--- src/rtl/ctlp_pkg.sv ---
// Shared types for the register control port.
package ctlp_pkg;
    // Protocol phase of the target engine
    typedef enum logic [3:0] {
        ST_IDLE,
        ST_ADDR,
        ST_MAP,
        ST_WDATA,
        ST_ACK,
        ST_RDATA,
        ST_RACK,
        ST_IGNORE
    } ctlp_state_e;
endpackage

--- src/rtl/ctlp_sync.sv ---
// Two-flop synchroniser per bit for asynchronous bus inputs.
// Assumes each bit is independent; no cross-bit coherence is promised.
module ctlp_sync #(
    parameter int W = 2
) (
    input  logic         clk,
    input  logic         rst_n,
    input  logic [W-1:0] d_async,
    output logic [W-1:0] d_sync
);
    for (genvar i = 0; i < W; i++) begin : g_bit
        logic meta_q, sync_q;
        // Re-time one bit through two stages; idle bus level is high
        always_ff @(posedge clk) begin
            if (!rst_n) begin
                meta_q <= 1'b1;
                sync_q <= 1'b1;
            end else begin
                meta_q <= d_async[i];
                sync_q <= meta_q;
            end
        end
        assign d_sync[i] = sync_q;
    end
endmodule

--- src/rtl/ctlp_bus_events.sv ---
// Derives START, STOP and SCL edge strobes from synchronised SCL/SDA.
// Assumes both inputs went through synchronisers of equal latency.
module ctlp_bus_events (
    input  logic clk,
    input  logic rst_n,
    input  logic scl_s,
    input  logic sda_s,
    output logic start_ev,
    output logic stop_ev,
    output logic rise_ev,
    output logic fall_ev
);
    logic scl_d, sda_d;

    // Hold the previous sample of each line
    always_ff @(posedge clk) begin
        if (!rst_n) begin
            scl_d <= 1'b1;
            sda_d <= 1'b1;
        end else begin
            scl_d <= scl_s;
            sda_d <= sda_s;
        end
    end

    assign start_ev = scl_s & scl_d & sda_d & ~sda_s;
    assign stop_ev  = scl_s & scl_d & ~sda_d & sda_s;
    assign rise_ev  = scl_s & ~scl_d;
    assign fall_ev  = ~scl_s & scl_d;
endmodule

--- src/rtl/ctlp_regfile.sv ---
// Register bank: one synchronous write port, one combinational read port.
// Assumes the index is already limited to IDX_W bits; resets to zero.
module ctlp_regfile #(
    parameter int IDX_W  = 4,
    parameter int DATA_W = 8
) (
    input  logic              clk,
    input  logic              rst_n,
    input  logic              wr_en,
    input  logic [IDX_W-1:0]  wr_idx,
    input  logic [DATA_W-1:0] wr_data,
    input  logic [IDX_W-1:0]  rd_idx,
    output logic [DATA_W-1:0] rd_data
);
    localparam int DEPTH = 1 << IDX_W;

    logic [DATA_W-1:0] mem_q [DEPTH];

    // Clear on reset, otherwise store one byte when enabled
    always_ff @(posedge clk) begin
        if (!rst_n) begin
            for (int i = 0; i < DEPTH; i++) mem_q[i] <= '0;
        end else if (wr_en) begin
            mem_q[wr_idx] <= wr_data;
        end
    end

    assign rd_data = mem_q[rd_idx];
endmodule

--- src/rtl/ctlp_engine.sv ---
// Byte-level target state machine: address match, pointer byte, data
// write/read with optional pointer advance, ACK drive and host ACK sampling.
// Assumes single-cycle event strobes from ctlp_bus_events; no clock stretching.
module ctlp_engine
    import ctlp_pkg::*;
#(
    parameter int         IDX_W  = 4,
    parameter logic [4:0] DEV_ID = 5'b10010
) (
    input  logic             clk,
    input  logic             rst_n,
    input  logic             sda_s,
    input  logic             start_ev,
    input  logic             stop_ev,
    input  logic             rise_ev,
    input  logic             fall_ev,
    input  logic             strap_a1,
    input  logic             strap_a0,
    input  logic [7:0]       rd_data,
    output logic             wr_en,
    output logic [IDX_W-1:0] wr_idx,
    output logic [7:0]       wr_data,
    output logic [IDX_W-1:0] rd_idx,
    output logic             sda_oe
);
    localparam logic [IDX_W-1:0] PTR_ONE = IDX_W'(1);
    localparam logic [3:0]       BYTE_END = 4'd8;

    ctlp_state_e      state, nxt;
    logic [7:0]       shreg, tx;
    logic [3:0]       bitcnt;
    logic [IDX_W-1:0] ptr;
    logic             incr, rd_go, oe;
    logic             byte_done;

    assign byte_done = fall_ev && (bitcnt == BYTE_END);
    assign wr_en     = (state == ST_WDATA) && byte_done;
    assign wr_idx    = ptr;
    assign wr_data   = shreg;
    assign rd_idx    = ptr;
    assign sda_oe    = oe;

    // Sequence the bus protocol one event at a time
    always_ff @(posedge clk) begin
        if (!rst_n) begin
            state  <= ST_IDLE;
            nxt    <= ST_IDLE;
            shreg  <= '0;
            tx     <= '0;
            bitcnt <= '0;
            ptr    <= '0;
            incr   <= 1'b0;
            rd_go  <= 1'b0;
            oe     <= 1'b0;
        end else if (start_ev) begin
            state  <= ST_ADDR;
            bitcnt <= '0;
            oe     <= 1'b0;
        end else if (stop_ev) begin
            state <= ST_IDLE;
            oe    <= 1'b0;
        end else begin
            case (state)
                ST_ADDR, ST_MAP, ST_WDATA: begin
                    if (rise_ev && bitcnt < BYTE_END) begin
                        shreg  <= {shreg[6:0], sda_s};
                        bitcnt <= bitcnt + 4'd1;
                    end else if (byte_done) begin
                        bitcnt <= '0;
                        if (state == ST_ADDR) begin
                            if (shreg[7:1] == {DEV_ID, strap_a1, strap_a0}) begin
                                oe    <= 1'b1;
                                state <= ST_ACK;
                                nxt   <= shreg[0] ? ST_RDATA : ST_MAP;
                                tx    <= rd_data;
                            end else begin
                                state <= ST_IGNORE;
                            end
                        end else if (state == ST_MAP) begin
                            ptr   <= shreg[IDX_W-1:0];
                            incr  <= shreg[7];
                            oe    <= 1'b1;
                            state <= ST_ACK;
                            nxt   <= ST_WDATA;
                        end else begin
                            if (incr) ptr <= ptr + PTR_ONE;
                            oe    <= 1'b1;
                            state <= ST_ACK;
                            nxt   <= ST_WDATA;
                        end
                    end
                end
                ST_ACK: begin
                    if (fall_ev) begin
                        state  <= nxt;
                        bitcnt <= '0;
                        oe     <= (nxt == ST_RDATA) ? ~tx[7] : 1'b0;
                    end
                end
                ST_RDATA: begin
                    if (rise_ev) begin
                        bitcnt <= bitcnt + 4'd1;
                    end else if (fall_ev) begin
                        if (bitcnt == BYTE_END) begin
                            oe    <= 1'b0;
                            state <= ST_RACK;
                        end else begin
                            oe <= ~tx[3'd7 - bitcnt[2:0]];
                        end
                    end
                end
                ST_RACK: begin
                    if (rise_ev) begin
                        rd_go <= ~sda_s;
                        if (incr) ptr <= ptr + PTR_ONE;
                    end else if (fall_ev) begin
                        if (rd_go) begin
                            state  <= ST_RDATA;
                            bitcnt <= '0;
                            tx     <= rd_data;
                            oe     <= ~rd_data[7];
                        end else begin
                            state <= ST_IGNORE;
                        end
                    end
                end
                default: ;
            endcase
        end
    end
endmodule

--- src/rtl/ctl_port_i2c.sv ---
// Top of the I2C register control port: synchronisers, bus event
// detection, protocol engine and register bank.
// Assumes an external pull-up on SDA; sda_oe high means drive low.
module ctl_port_i2c #(
    parameter int         IDX_W  = 4,
    parameter logic [4:0] DEV_ID = 5'b10010
) (
    input  logic clk,
    input  logic rst_n,
    input  logic scl_i,
    input  logic sda_i,
    output logic sda_oe,
    input  logic strap_a1,
    input  logic strap_a0
);
    logic             scl_s, sda_s;
    logic             start_ev, stop_ev, rise_ev, fall_ev;
    logic             wr_en;
    logic [IDX_W-1:0] wr_idx, rd_idx;
    logic [7:0]       wr_data, rd_data;

    ctlp_sync #(.W(2)) u_sync (
        .clk     (clk),
        .rst_n   (rst_n),
        .d_async ({scl_i, sda_i}),
        .d_sync  ({scl_s, sda_s})
    );

    ctlp_bus_events u_evt (
        .clk      (clk),
        .rst_n    (rst_n),
        .scl_s    (scl_s),
        .sda_s    (sda_s),
        .start_ev (start_ev),
        .stop_ev  (stop_ev),
        .rise_ev  (rise_ev),
        .fall_ev  (fall_ev)
    );

    ctlp_engine #(.IDX_W(IDX_W), .DEV_ID(DEV_ID)) u_eng (
        .clk      (clk),
        .rst_n    (rst_n),
        .sda_s    (sda_s),
        .start_ev (start_ev),
        .stop_ev  (stop_ev),
        .rise_ev  (rise_ev),
        .fall_ev  (fall_ev),
        .strap_a1 (strap_a1),
        .strap_a0 (strap_a0),
        .rd_data  (rd_data),
        .wr_en    (wr_en),
        .wr_idx   (wr_idx),
        .wr_data  (wr_data),
        .rd_idx   (rd_idx),
        .sda_oe   (sda_oe)
    );

    ctlp_regfile #(.IDX_W(IDX_W), .DATA_W(8)) u_regs (
        .clk     (clk),
        .rst_n   (rst_n),
        .wr_en   (wr_en),
        .wr_idx  (wr_idx),
        .wr_data (wr_data),
        .rd_idx  (rd_idx),
        .rd_data (rd_data)
    );
endmodule

--- config.mk ---
export PLATFORM = sky130hd
export DESIGN_NAME = ctl_port_i2c
export DESIGN_NICKNAME = d
export VERILOG_FILES = /design/src/rtl/ctlp_pkg.sv /design/src/rtl/ctlp_sync.sv /design/src/rtl/ctlp_bus_events.sv /design/src/rtl/ctlp_regfile.sv /design/src/rtl/ctlp_engine.sv /design/src/rtl/ctl_port_i2c.sv
export SDC_FILE = /design/constraint.sdc
export NUM_CORES = 1
export LEC_CHECK = 0
export ABC_AREA = 1
export BUFFER_PORTS_ARGS = -buffer_cell sky130_fd_sc_hd__buf_2
export CORE_ASPECT_RATIO = 1.5
export CORE_MARGIN = 2
export CORE_UTILIZATION = 40
export DETAILED_ROUTE_END_ITERATION = 8
export GPL_TIMING_DRIVEN = 0
export SKIP_LAST_GASP = 1
export SYNTH_ARGS = -nofsm -noshare
export SYNTH_HDL_FRONTEND = slang
export SYNTH_SLANG_ARGS = --single-unit
--- constraint.sdc ---
create_clock -name clk -period 2 [get_ports clk]
set_input_delay 0.4 -clock clk [delete_from_list [all_inputs] [get_ports clk]]
set_output_delay 0.4 -clock clk [all_outputs]
set_load 0.03 [all_outputs]
**After elaboration in Yosys (flattened, before gate mapping)**

Memory sizes are Yosys's and may differ from the RTL's. A register that Yosys moved wholly into a read port is not among the register bits.
Index checks and enable logic that the tools add are counted.

- Register bits: 41
- Bits in writable memories: 128
- Input port bits: 6
- Output and inout port bits: 1
- Logic and storage cells: 159
- Memories kept: 1

Memory list:

| name | depth | bits a word | read ports | clocked after memory_dff | write ports | line | RTL |
|---|---|---|---|---|---|---|---|
| u_regs.mem_q | 16 | 8 | 1 | 1 | 16 | ctlp_regfile.sv:17 | `logic [DATA_W-1:0] mem_q [DEPTH];` |

- Add/sub/neg operators: 3
- Magnitude comparators: 2
- Equality and inequality tests: 34
- Mux-type cells: 64
- Bitwise operators: 19
- Reductions and logical operators: 20

Operators with widths:

| cell | number |
|---|---|
| 4-bit 2-to-1 mux | 26 |
| 8-bit 2-to-1 mux | 8 |
| 4-bit one-hot mux with 4 select lines | 2 |
| 1-bit 2-to-1 mux | 20 |
| 2-bit by 1-bit != test with 1-bit output, second input constant | 10 |
| 4-bit by 3-bit != test with 1-bit output, second input constant | 5 |
| 10-bit AND reduction | 2 |
| 9-bit AND reduction | 2 |
| 4-bit by 3-bit equality test with 1-bit output, second input constant | 4 |
| 8-bit one-hot mux with 2 select lines | 1 |
| 7-bit AND reduction | 2 |
| 4-bit != test, second input constant | 3 |
| 1-bit inverter | 12 |
| 2-bit != test, second input constant | 5 |
| 4-bit by 1-bit adder with 4-bit output, second input constant | 2 |
| 4-bit by 2-bit equality test with 1-bit output, second input constant | 2 |
| 4-bit one-hot mux with 2 select lines | 1 |
| 4-bit AND reduction | 2 |
| 8-bit AND reduction | 1 |
| 8-bit OR reduction | 1 |
| 1-bit bitwise AND | 7 |
| 7-bit equality test | 1 |
| 2-bit 2-to-1 mux | 3 |
| 6-bit AND reduction | 1 |
| 16 further kinds | 19 |

**Logic depth before layout (Yosys ltp)**

- Depth in word-level cells: 9
- Mapped depth: 12
- Gate-level depth less buffers: 11

**Hierarchy**

Synthesis repeated with hierarchy kept, for this count alone.

- Cell total of the unflattened synthesis: 1,041
- Area total of the unflattened synthesis: 8,416.8 um2

Modules (own cells, without submodules):

| module | instances | cells each | area each (um2) | sequential area each (um2) |
|---|---|---|---|---|
| ctlp_regfile | 1 | 708 | 6,248.5 | 3,843.7 |
| ctlp_engine | 1 | 304 | 1,954.4 | 660.6 |
| ctlp_sync | 1 | 14 | 125.1 | 80.1 |
| ctlp_bus_events | 1 | 15 | 88.8 | 40.0 |

**Worst setup path after synthesis**

No wires, ideal clock.

- Kind: register -> register
- Start: register u_eng.bitcnt[0]
- End: memory u_regs.mem_q[10][0], enable pin
- Library setup time: 0.329 ns
- Data arrival time: 1.517 ns
- Required time: 1.671 ns
- Slack: 0.154 ns
- Cell stages (with the launch flop): 9
- Clock period less this slack: 1.846 ns
- Cells stage by stage: dfxtp_1 buf_2 nor2_4 nand3_2 inv_2 nand4_4 nor2_4 nand2_4 nand2_1

RTL lines:

| element | line | RTL |
|---|---|---|
| start, declared | ctlp_engine.sv:31 | `logic [3:0] bitcnt;` |
| start signal, assigned | ctlp_engine.sv:67 | `bitcnt <= bitcnt + 4'd1;` |
| start signal, assigned | ctlp_engine.sv:102 | `bitcnt <= bitcnt + 4'd1;` |
| end, declared | ctlp_regfile.sv:17 |  |

==> results.json <==
{
  "clock_latency_ps": 450,
  "synth_top_flop_cell": "edfxtp_1",
  "worst_pin_slew_ps": 1313,
  "final_util": 0.4730,
  "setup_violations": 0,
  "drtPass1Iterations": 7,
  "pin_count": 7,
  "clk_pin_slew_ps": 70,
  "min_path_type": "in -> reg",
  "grt_max_degree": 18,
  "ys_types": 34,
  "die_h_um": 178.6,
  "max_freq_ghz": 0.5152,
  "nets": 951,
  "powerDensity_nw_per_um2": 895.7,
  "yosys_warnings": 0,
  "top_layer": "met4",
  "worst-setup-path-type": "reg -> reg",
  "num_antenna_cells": 0,
  "p_leak_nw": 3.596,
  "r2r_slack_ps": 60,
  "cts-root-buf": "clkbuf_16",
  "min_period_ps": 1941,
  "drv_cap": 0,
  "clockBufferDepth": 2,
  "skew_ps": 10.36,
  "syn_area_um2": 8128,
  "syn-num-nets": 917,
  "slew_viol_final": 0,
  "grt_pass1_wl_mm": 34.99,
  "wl_per_cell_um": 19.21,
  "hold_viol_final": 0,
  "dr_wl_met2_mm": 12.59,
  "dpl.hpwl_mm": 16.53,
  "drive_gt1_frac": 0.1501,
  "gr-usage-all-layers": 0.2252,
  "ant_nets": 0,
  "numPortBuffers": 5,
  "syn_inst": 906,
  "cp.arrival_ps": 2320,
  "met1_length_mm": 8.424,
  "drtIter0Drc": 570,
  "route.met3.wl_mm": 1.255,
  "maxSlewHeadroom": 0.1245,
  "drt_wl_total_mm": 23.30,
  "synth_edf_count": 128,
  "drc": 0,
  "cp.required_ps": 2380,
  "ys_async_sr_fraction": 0,
  "final_cell_mix": "nor2_1 (252), edfxtp_1 (128), nand2_1 (108)",
  "rsz0062_at_grt": "true",
  "ys_seq_area_frac": 0.5788,
  "overflow": 0,
  "grt_pass1_vias": 6225,
  "total_power_w": 0.008416,
  "cp_max_fo": 10,
  "ir_drop_mv": 0.5284,
  "core_area_um2": 19860,
  "holdPathStages": 2,
  "synth_seq_cells": 171,
  "status": "finished, final reports clean",
  "start_util": 0.4092,
  "antenna_found_initial": 0,
  "final_common_cell": "nor2_1",
  "area_growth_pct": 15.59,
  "cts_tree": "yes",
  "startpoint_type": "flip-flop",
  "reg2regPathDepth": 10,
  "fin_crit_sh": 0.9704,
  "routabilityCongestion": 0.9831,
  "via_count": 6376,
  "cts_max_level": 4,
  "end_kind": "flip-flop",
  "die_area_um2": 21500,
  "die_w_um": 120.4,
  "cts_buffers": 17,
  "rows": 63,
  "syn_area_per_cell_um2": 8.971,
  "vias_per_cell": 5.256,
  "cts_sinks": 171
}
-- per-layer routing --
metal,up-vias,GRT usage
li1,3077,-
met5,-,0
met4,0,0.1172
met3,66,0.03836
met1,3013,0.2397
met2,220,0.4207
-- path summary, 6_finish.rpt --
path                                from                endpoint
setup / recovery               flip-flop             u_eng.tx[2]
hold / removal                     sda_i  u_sync.g_bit[0].meta_q
setup reg to reg               flip-flop             u_eng.tx[2]
hold reg to reg   u_sync.g_bit[0].meta_q  u_sync.g_bit[0].sync_q
-- per-stage QoR --
stage	cell area, um^2	setup WS, ps	hold WS, ps	setup TNS (ps)	std cells
finish	9395	59.19	135.8	0	1213
CTS	9231	-55.03	129.2	-91.43	1212
global route	9395	-26.15	124.1	-26.15	1213
detailed placement	8478	-310.0	400.4	-29620	1171
floorplan	8128	153.7	392.5	0	906
global placement	8478	-266.2	395.4	-26280	1171
-- cells in the mapped netlist (2+ instances only) --
library cell / number / area share
nand3_1: 43 / 0.026
dfxtp_1: 43 / 0.11
o211ai_1: 29 / 0.027
nor2_1: 254 / 0.12
clkbuf_1: 26 / 0.012
inv_1: 57 / 0.026
nand3_2: 2 / 0.0025
nand2_1: 124 / 0.057
nor2_4: 6 / 0.0083
buf_2: 10 / 0.0062
nand4_1: 2 / 0.0015
o21ai_0: 82 / 0.050
o21ai_1: 2 / 0.0012
edfxtp_1: 128 / 0.47
nand2_4: 16 / 0.022
buf_4: 3 / 0.0028
a21oi_1: 26 / 0.016
ha_1: 5 / 0.0077
nand3b_1: 2 / 0.0018
or2_2: 5 / 0.0038
nor2_2: 5 / 0.0038
nor3_1: 5 / 0.0031
inv_2: 9 / 0.0042
xor2_1: 2 / 0.0022
clkinv_1: 8 / 0.0037
nand2_2: 4 / 0.0031
-- registers in the layout, indices dropped and copies added (netlist names), 2 cells and up, named ones only --
| signal | count |
|---|---|
| u_eng.bitcnt | 4 |
| u_regs.mem_q | 128 |
| u_sync.g_bit.meta_q | 2 |
| u_sync.g_bit.sync_q | 2 |
| u_eng.state | 3 |
| u_eng.nxt | 3 |
| u_eng.wr_data | 8 |
| u_eng.tx | 8 |
| u_eng.rd_idx | 4 |
-- layout make-up --
cell class | instances | area (um^2)
multi-input cells | 620 | 3162
plain buffers | 40 | 207.7
flip-flops and latches | 171 | 4706
clock inverters | 14 | 146.4
inverters | 74 | 287.8
fillers | 1930 | 10470
well taps | 260 | 325.3
repair buffers | 16 | 131.4
clock buffers | 18 | 429.2
-- power by group --
group | switching (W) | total, W | internal [W]
clock | 0.00154 | 0.00331 | 0.00177
sequential | 0.0000814 | 0.00403 | 0.00395
combinational | 0.000776 | 0.00108 | 0.000304
-- critical path, stage by stage, from the launching register on --
cell and delay, ps:
dfxtp_1 310, buf_2 170, inv_2 80, buf_4 200, clkbuf_4 250, o21ai_0 120
o211ai_1 300, nand3_1 170, nand2_1 150, nor2_1 50, nor2_1 80
-- cells by family (layout without fill, tap and decap cells) --
group | count (synthesis) | count (layout) | share of synthesized area
fa+ha+maj | 5 | 5 | 0.007697
simple gates | 470 | 470 | 0.2560
flops | 171 | 171 | 0.5788
xor+xnor | 3 | 3 | 0.003233
buf+inv | 115 | 162 | 0.05696
compound gates | 142 | 142 | 0.09729
-- timing repair --
item | 4_1_cts | 5_1_grt
pin swaps | 5 | 5
gates resized for setup | 32 | 50
setup buffers | 9 | 2
endpoints found under the setup margin | 135 | 129
gates cloned | 0 | 0
hold buffers | 0 | 0
Note: power is estimated with default switching activity, not from simulation.
